==> src/rtl/beam_pos_pkg.sv <==
// Package: shared axis indices for the beam position byte reader.
// Assumes exactly two axes, with horizontal first.
package beam_pos_pkg;
    localparam int NUM_AXES = 2;
    typedef enum int {
        AXIS_H = 0,
        AXIS_V = 1
    } axis_e;
endpackage

==> src/rtl/strobe_rise.sv <==
// Module: strobe_rise
// Turns a level strobe into a single-cycle access pulse on its rising edge.
// Assumes the strobe is synchronous to clk.
module strobe_rise (
    input  logic clk,
    input  logic rst_n,
    input  logic level,
    output logic rise
);
    logic prev_q;

    // Remember the previous strobe level.
    always_ff @(posedge clk) begin
        if (!rst_n) prev_q <= 1'b0;
        else        prev_q <= level;
    end

    // The pulse is high while the strobe is high and was low in the previous cycle.
    always_comb rise = level & ~prev_q;
endmodule

==> src/rtl/byte_select_flag.sv <==
// Module: byte_select_flag
// Holds the low/high byte-select flag of one axis.
// Assumes that clear takes priority over flip.
module byte_select_flag (
    input  logic clk,
    input  logic rst_n,
    input  logic flip,
    input  logic clear,
    output logic flag
);
    // Clear on reset or on a status read; otherwise flip on an access.
    always_ff @(posedge clk) begin
        if (!rst_n)     flag <= 1'b0;
        else if (clear) flag <= 1'b0;
        else if (flip)  flag <= ~flag;
    end
endmodule

==> src/rtl/pos_byte_mux.sv <==
// Module: pos_byte_mux
// Selects the low or high byte of a position.
// The high byte fills the bits above the position's top bits from the open-bus value.
// Assumes DATA_W < POS_W <= 2*DATA_W.
module pos_byte_mux #(
    parameter int POS_W  = 9,
    parameter int DATA_W = 8
) (
    input  logic [POS_W-1:0]  pos,
    input  logic              hi_sel,
    input  logic [DATA_W-1:0] bus_latch,
    output logic [DATA_W-1:0] byte_out
);
    localparam int HI_W = POS_W - DATA_W;

    logic [DATA_W-1:0] hi_byte;

    // Build the high byte: the position's top bits sit at the bottom, open-bus bits above.
    always_comb begin
        hi_byte = bus_latch;
        hi_byte[HI_W-1:0] = pos[POS_W-1:DATA_W];
    end

    // Choose the byte given by the flag.
    always_comb byte_out = hi_sel ? hi_byte : pos[DATA_W-1:0];
endmodule

==> src/rtl/beam_pos_byte_reader.sv <==
// Module: beam_pos_byte_reader
// Byte-serial read port for the latched horizontal and vertical beam positions.
// Each axis alternates between its low and high byte. A status read clears both flags.
// The returned byte is offered as an update for the open-bus latch.
// Assumes all strobes are synchronous to clk and the latch is held outside this block.
module beam_pos_byte_reader #(
    parameter int POS_W  = 9,
    parameter int DATA_W = 8
) (
    input  logic              clk,
    input  logic              rst_n,
    input  logic [POS_W-1:0]  h_pos,
    input  logic [POS_W-1:0]  v_pos,
    input  logic              rd_h,
    input  logic              rd_v,
    input  logic              rd_stat,
    input  logic [DATA_W-1:0] bus_latch,
    output logic [DATA_W-1:0] rd_data,
    output logic              latch_we,
    output logic [DATA_W-1:0] latch_val
);
    import beam_pos_pkg::*;

    logic [NUM_AXES-1:0] strobe;
    logic [NUM_AXES-1:0] rise;
    logic [NUM_AXES-1:0] access;
    logic [NUM_AXES-1:0] flag;
    logic [POS_W-1:0]    pos_arr  [NUM_AXES];
    logic [DATA_W-1:0]   byte_arr [NUM_AXES];
    logic                tog_h;
    logic                tog_v;

    // Gather the per-axis inputs into arrays.
    always_comb begin
        strobe[AXIS_H]  = rd_h;
        strobe[AXIS_V]  = rd_v;
        pos_arr[AXIS_H] = h_pos;
        pos_arr[AXIS_V] = v_pos;
    end

    // Apply the priority: horizontal wins when both strobes rise together.
    always_comb begin
        access[AXIS_H] = rise[AXIS_H];
        access[AXIS_V] = rise[AXIS_V] & ~rise[AXIS_H];
    end

    for (genvar a = 0; a < NUM_AXES; a++) begin : g_axis
        strobe_rise u_rise (
            .clk   (clk),
            .rst_n (rst_n),
            .level (strobe[a]),
            .rise  (rise[a])
        );

        byte_select_flag u_flag (
            .clk   (clk),
            .rst_n (rst_n),
            .flip  (access[a]),
            .clear (rd_stat),
            .flag  (flag[a])
        );

        pos_byte_mux #(.POS_W(POS_W), .DATA_W(DATA_W)) u_mux (
            .pos       (pos_arr[a]),
            .hi_sel    (flag[a]),
            .bus_latch (bus_latch),
            .byte_out  (byte_arr[a])
        );
    end

    // Drive the read port and the open-bus update from the served axis.
    always_comb begin
        rd_data = '0;
        if (access[AXIS_H])      rd_data = byte_arr[AXIS_H];
        else if (access[AXIS_V]) rd_data = byte_arr[AXIS_V];
        latch_we  = |access;
        latch_val = rd_data;
        tog_h     = flag[AXIS_H];
        tog_v     = flag[AXIS_V];
    end
endmodule

==> config.mk <==
export PLATFORM = sky130hd
export DESIGN_NAME = beam_pos_byte_reader
export DESIGN_NICKNAME = d
export VERILOG_FILES = /design/src/rtl/beam_pos_pkg.sv /design/src/rtl/strobe_rise.sv /design/src/rtl/byte_select_flag.sv /design/src/rtl/pos_byte_mux.sv /design/src/rtl/beam_pos_byte_reader.sv
export SDC_FILE = /design/constraint.sdc
export NUM_CORES = 1
export LEC_CHECK = 0
export BUFFER_PORTS_ARGS = -buffer_cell sky130_fd_sc_hd__buf_2
export CORE_AREA = 2 2 39 41
export CTS_CLUSTER_SIZE = 25
export DETAILED_ROUTE_END_ITERATION = 8
export DIE_AREA = 0 0 41 43
export PLACE_DENSITY = 0.82
export SLEW_MARGIN = 20
export SYNTH_ARGS = -nofsm -noshare
export SYNTH_HDL_FRONTEND = slang
export SYNTH_SLANG_ARGS = --single-unit
==> constraint.sdc <==
create_clock -name clk -period 2.07 [get_ports clk]
set_input_delay 0.3105 -clock clk [delete_from_list [all_inputs] [get_ports clk]]
set_output_delay 0.3105 -clock clk [all_outputs]
set_load 0.02 [all_outputs]
* Yosys cells after proc, flatten, opt, wreduce, memory -nomap -nowiden
Cells that the tools add are included.
Operators by class: shift-type cells 0, add/subtract/negate cells 0, equal/unequal tests 0, reductions and logical operators 2, bitwise operators 9, div/mod/pow operators 0, $lt $le $gt $ge 0, muxes and demuxes 4, multiply operators 0
Operators by type and width (number):
- two-way mux 8 bit | 4
- NOT 1 bit | 6
- OR reduction 2 bit | 2
- AND 1 bit | 3
Storage, ports and cells: memory bits (read-only) 0, memories 0, bits in latches 0, RAM bits 0, bits in registers 4, input bits 31, output and inout bits 17

* Logic depth before layout (Yosys ltp)
depth after elaboration 6, depth in mapped cells 6, depth with buffers taken out 3

* Hierarchy
From an unflattened synthesis, not the netlist that was laid out.
Second synthesis, totals: cells, all modules 50, area, all modules 593.1 um^2
Modules (own cells, without submodules):
- pos_byte_mux | instances 2, area an instance 131.4 um^2, seq. area each 0.0 um^2, cells each 9
- beam_pos_byte_reader | instances 1, area an instance 167.7 um^2, seq. area each 0.0 um^2, cells each 20
- byte_select_flag | instances 2, area an instance 41.3 um^2, seq. area each 20.0 um^2, cells each 3
- strobe_rise | instances 2, area an instance 40.0 um^2, seq. area each 20.0 um^2, cells each 3

* Worst setup path after synthesis
No wires, ideal clock.
path type register -> output, start register g_axis[0].u_rise.prev_q, end output rd_data[0], slack 0.388 ns, arrival 1.372 ns, cell stages (with the launch flop) 7, path buffers 3, cells stage by stage dfxtp_1 > nand2b_1 > buf_4 > nand2b_1 > buf_2 > o22ai_1 > buf_4
Between the ends: longest elaborated chain between the ends 6
RTL lines:
- start: declaration | line strobe_rise.sv:10 | logic prev_q;
- start signal: assignment | line strobe_rise.sv:15 | else prev_q <= level;
- NOT 1 bit * | line strobe_rise.sv:19 | always_comb rise = level & ~prev_q;
- AND 1 bit * | line strobe_rise.sv:19
- NOT 1 bit | line beam_pos_byte_reader.sv:44 | access[AXIS_V] = rise[AXIS_V] & ~rise[AXIS_H];
- AND 1 bit | line beam_pos_byte_reader.sv:44
- two-way mux 8 bit | line beam_pos_byte_reader.sv:75 | else if (access[AXIS_V]) rd_data = byte_arr[AXIS_V];
- two-way mux 8 bit * | line beam_pos_byte_reader.sv:74 | if (access[AXIS_H]) rd_data = byte_arr[AXIS_H];
- end: declaration | line beam_pos_byte_reader.sv:18 | output logic [DATA_W-1:0] rd_data,
Mark *: on every way between the ends. The rest lies on a longest branch, timed or not.

* Worst setup path in the final report
start register g_axis[1].u_rise.prev_q, end output latch_val[1]
Between the ends: longest elaborated chain between the ends 5
RTL lines:
- start: declaration | line strobe_rise.sv:10
- start signal: assignment | line strobe_rise.sv:15
- NOT 1 bit | line strobe_rise.sv:19
- AND 1 bit | line strobe_rise.sv:19
- AND 1 bit | line beam_pos_byte_reader.sv:44
- two-way mux 8 bit | line beam_pos_byte_reader.sv:75
- two-way mux 8 bit | line beam_pos_byte_reader.sv:74
- end: declaration | line beam_pos_byte_reader.sv:20 | output logic [DATA_W-1:0] latch_val
No other way between the ends.

==> results summary <==
The number of rows created at floorplan is 14. The cell seen most often among critical-path stages is sky130_fd_sc_hd__nand2b_1. The detailed router's first-iteration violation count is 3.

The total setup buffers inserted after CTS came out at 0. The number of buffers inserted by port buffering came out at 46. The area share of the leading cell type in the synthesized netlist is 35.16%.

The cell sitting at the root of the clock tree is a sky130_fd_sc_hd__clkbuf_4. The arrival time of data at the critical path endpoint is 1.43 ns. The overall routed net length is approximately 1.2 mm. The worst supply voltage drop on vdd is roughly 0.37 mV. STA classifies the critical path endpoint as an output port. The maximum level of the CTS H-tree is 1. The share of total power dissipated in sequential elements is 26.4%. Walking the worst path, the cells encountered are nand2b_1 -> nand2b_1 -> o22ai_1 -> buf_2. The top achievable clock speed is 0.5757 GHz. The share of total power dissipated in combinational logic is between 40% and 50%. The number of max-cap violations came out at 0. The post-synthesis cell area came out at 455.4 sq um. The area growth from synthesis to final layout is 42.86%.

The worst slew margin relative to its limit is approximately 64%. The number of antenna violations at the first check in global routing came out at 0. The total nets after synthesis came out at 84.

The number of enable-type register cells in the synthesized netlist is 0. The global-route congestion overflow total is 0. The sequential cell area fraction in the yosys report came out at approximately 18%. TritonCTS built the clock tree.

The clock slew at the register clock pins of the worst setup and hold paths is around 0.040 ns. The post-route DRC violation count is 0. The detail route stage leaves a number of antenna-violating nets equal to 0. The placer congestion estimate came out at between 0.6 and 0.7. Yosys attributes the largest share of cell area to sky130_fd_sc_hd__mux2i_1 35%, sky130_fd_sc_hd__dfxtp_1 18%, sky130_fd_sc_hd__buf_4 16%, sky130_fd_sc_hd__o22ai_1 11%, sky130_fd_sc_hd__nand2b_1 5.5%. sky130_fd_sc_hd__mux2i_1 is the most common cell in the netlist.

Tracing the worst setup path back leads to its startpoint at g_axis[1].u_rise.prev_q$_SDFF_PN0_. At the end of the flow, the number of nets in the layout was between 100 and 150. The design internal power is around 0.00021 W. The net switching power of the design is 0.0001234 W. The critical path data required time is ~1.8 ns. The final setup skew is between 0.00008 and 0.00009 ns. The accumulated negative setup slack came out at 0 ns. The quantity of hold-fixing buffers added after cts is 0. The fraction of layout cells with a size suffix above 1 is 56.04%. The via-per-instance ratio is between 4 and 5. STA classifies the critical path startpoint as a flop. The final antenna diode count is 0. Setup repair after global routing left no endpoint under its margin.

By count the netlist is led by 16 x sky130_fd_sc_hd__mux2i_1, 10 x sky130_fd_sc_hd__buf_4, 8 x sky130_fd_sc_hd__o22ai_1, 4 x sky130_fd_sc_hd__dfxtp_1, 4 x sky130_fd_sc_hd__nand2b_1. The clock latency on the worst-skew pair came out at 0.23 ns. The die area came out at 0.001763 sq mm. The height of the die is 43 um.

The final-report setup violation count came out at 0. After detailed routing, the average wire length per cell comes to about 11 um. The count of TritonRoute iterations in the first routing pass came out at 4. The core region is approximately 0.0014 sq mm. The number of cells on the worst reg-to-reg path is 2. The flow ran to the end, and the final reports show no timing, DRC or antenna violations.

The kind of cell with the highest combined delay along the critical path is simple AND/OR/NAND/NOR gates. The placement-stage cell area is around 630 sq um. The number of slew-limit violations in the final report is 0. For this run, asynchronously set or reset flops after synthesis account for 0%. The count of mapped cells out of synthesis came out at 53. The static power due to leakage is around 0.32 nW. The total track usage came out at around 14%. The power per standard cell area is 518.3 mW/mm^2.

The starting density of the core came out at 32.91%. The clock network is responsible for between 20% and 30% of the overall power. The switching fraction of total power is ~37%.

The die span in x came out at approximately 41 um. The number of buffers added by the clock tree synthesis step is 3. The total number of vias came out at between 500 and 600. The maximum fanout along the worst path came out at 8. The count of cell instances traversed by the critical path is 4.

The slew at the pin closest to its max-slew limit is 0.5432 ns. The endpoint of the worst setup timing path is latch_val[1]. The period utilization is 83.92%. The maximum number of pins on one net before global-route repair came out at 11. The critical path's largest stage delay came out at between 0.2 and 0.3 ns. The setup slack of the most critical reg-to-reg path is 0.97 ns. The clock net in this run drives a total of 4 sinks. The finished cells cover ~650 sq um. The number of different library cells in the post-synthesis netlist came out at 14. The via count of the first global-routing pass is 484. The Yosys warning count came out at 0. The clock passes through at most 2 buffers. The final count of hold timing violations is 0. The post-route minimum period came out at 1.737 ns.

In the synthesized netlist the dominant register cell turns out to be sky130_fd_sc_hd__dfxtp_1. The top-level port count is 48. The number of buffer and inverter stages on the critical path is 1. Summed over all instances, the cell type with the most area after synthesis is sky130_fd_sc_hd__mux2i_1.

The synthesis-stage register bit count is 4. The critical register-to-register path startpoint is g_axis[1].u_flag.flag$_SDFFE_PP0P_. The first global-routing pass estimated 1.731 mm of wire. The post-cts sizing count came out at 0. The tightest min-delay check is of the input pin to flop type.

The synthesized area per cell came out at 8.593 sq um. The highest-delay cell along the critical path is sky130_fd_sc_hd__nand2b_1. The critical path is of the flop to output port type. The worst register-to-register path ends at g_axis[1].u_flag.flag$_SDFFE_PP0P_.
-- how the worst min path moves through the flow --
stage | to | startpoint | cells past startpoint
finish | g_axis[1].u_rise.prev_q$_SDFF_PN0_ | rst_n | 2
global route | g_axis[1].u_rise.prev_q$_SDFF_PN0_ | rd_v | 2
CTS | g_axis[1].u_rise.prev_q$_SDFF_PN0_ | rst_n | 2
detailed placement | g_axis[1].u_rise.prev_q$_SDFF_PN0_ | rst_n | 2
global placement | g_axis[1].u_rise.prev_q$_SDFF_PN0_ | rd_v | 2
floorplan | g_axis[0].u_rise.prev_q$_SDFF_PN0_ | rst_n | 1
-- cell type report --
cell class | instances | area, sq um
Tap cell | 16 | 20.02
Multi-Input combinational cell | 37 | 290.3
Timing Repair Buffer | 47 | 237.7
Sequential cell | 4 | 80.08
Clock buffer | 3 | 22.52
Fill cell | 133 | 733.2
-- flip-flops by register name, indices dropped and copies added, names as in the netlist --
signal and flops:
g_axis.u_flag.flag 2, g_axis.u_rise.prev_q 2
-- cells in the final DEF (no fill, tap or decap), drive strengths merged, types with 2 or more instances in the layout --
| cell type | count |
|---|---|
| buf | 47 |
| mux2i | 16 |
| o22ai | 8 |
| nand2b | 4 |
| dfxtp | 4 |
| clkbuf | 3 |
| and2 | 2 |
-- power by group through the flow --
stage / clock [W] / combinational, W / sequential [W]
floorplan: 0 / 0.000117 / 0.0000830
global placement: 0 / 0.000147 / 0.0000903
detailed placement: 0 / 0.000150 / 0.0000906
finish: 0.0000990 / 0.000149 / 0.0000892
CTS: 0.000101 / 0.000151 / 0.0000894
global route: 0.000106 / 0.000163 / 0.0000898
-- metal layers --
| metal | global-route usage, % | up-vias | part of all wire (%) |
|---|---|---|---|
| met2 | 24.69 | 29 | 51 |
| li1 | - | 262 | - |
| met3 | 3.141 | 0 | 8.5 |
| met5 | 0 | - | 0 |
| met4 | 8.000 | 0 | 0 |
| met1 | 14.42 | 221 | 40 |
-- kinds of logic (layout without fill, tap and decap cells) --
group / Yosys count / count (layout) / share of synthesized area [%]
XOR/XNOR: 1 / 1 / 1.923
buffers and inverters: 12 / 50 / 18.68
multiplexers: 16 / 16 / 35.16
AND/OR/NAND/NOR: 10 / 10 / 13.46
AO/OA/AOI/OAI: 10 / 10 / 13.19
flip-flops: 4 / 4 / 17.58
-- per-stage QoR --
| step | utilization (%) | std cells | worst slack [ns] | hold WS [ns] | power [W] |
|---|---|---|---|---|---|
| after global routing | 47.02 | 107 | 0.1932 | 0.3060 | 0.0003583 |
| final | 47.02 | 107 | 0.3330 | 0.3060 | 0.0003372 |
| after CTS | 47.02 | 107 | 0.3069 | 0.3032 | 0.0003415 |
| after detailed placement | 45.39 | 104 | 0.5166 | 0.5448 | 0.0002409 |
| after global placement | 45.39 | 104 | 0.5254 | 0.5368 | 0.0002378 |
| after floorplan | - | 53 | 0.3880 | 0.4322 | 0.0001997 |
Power figures use the tool's default switching activity.
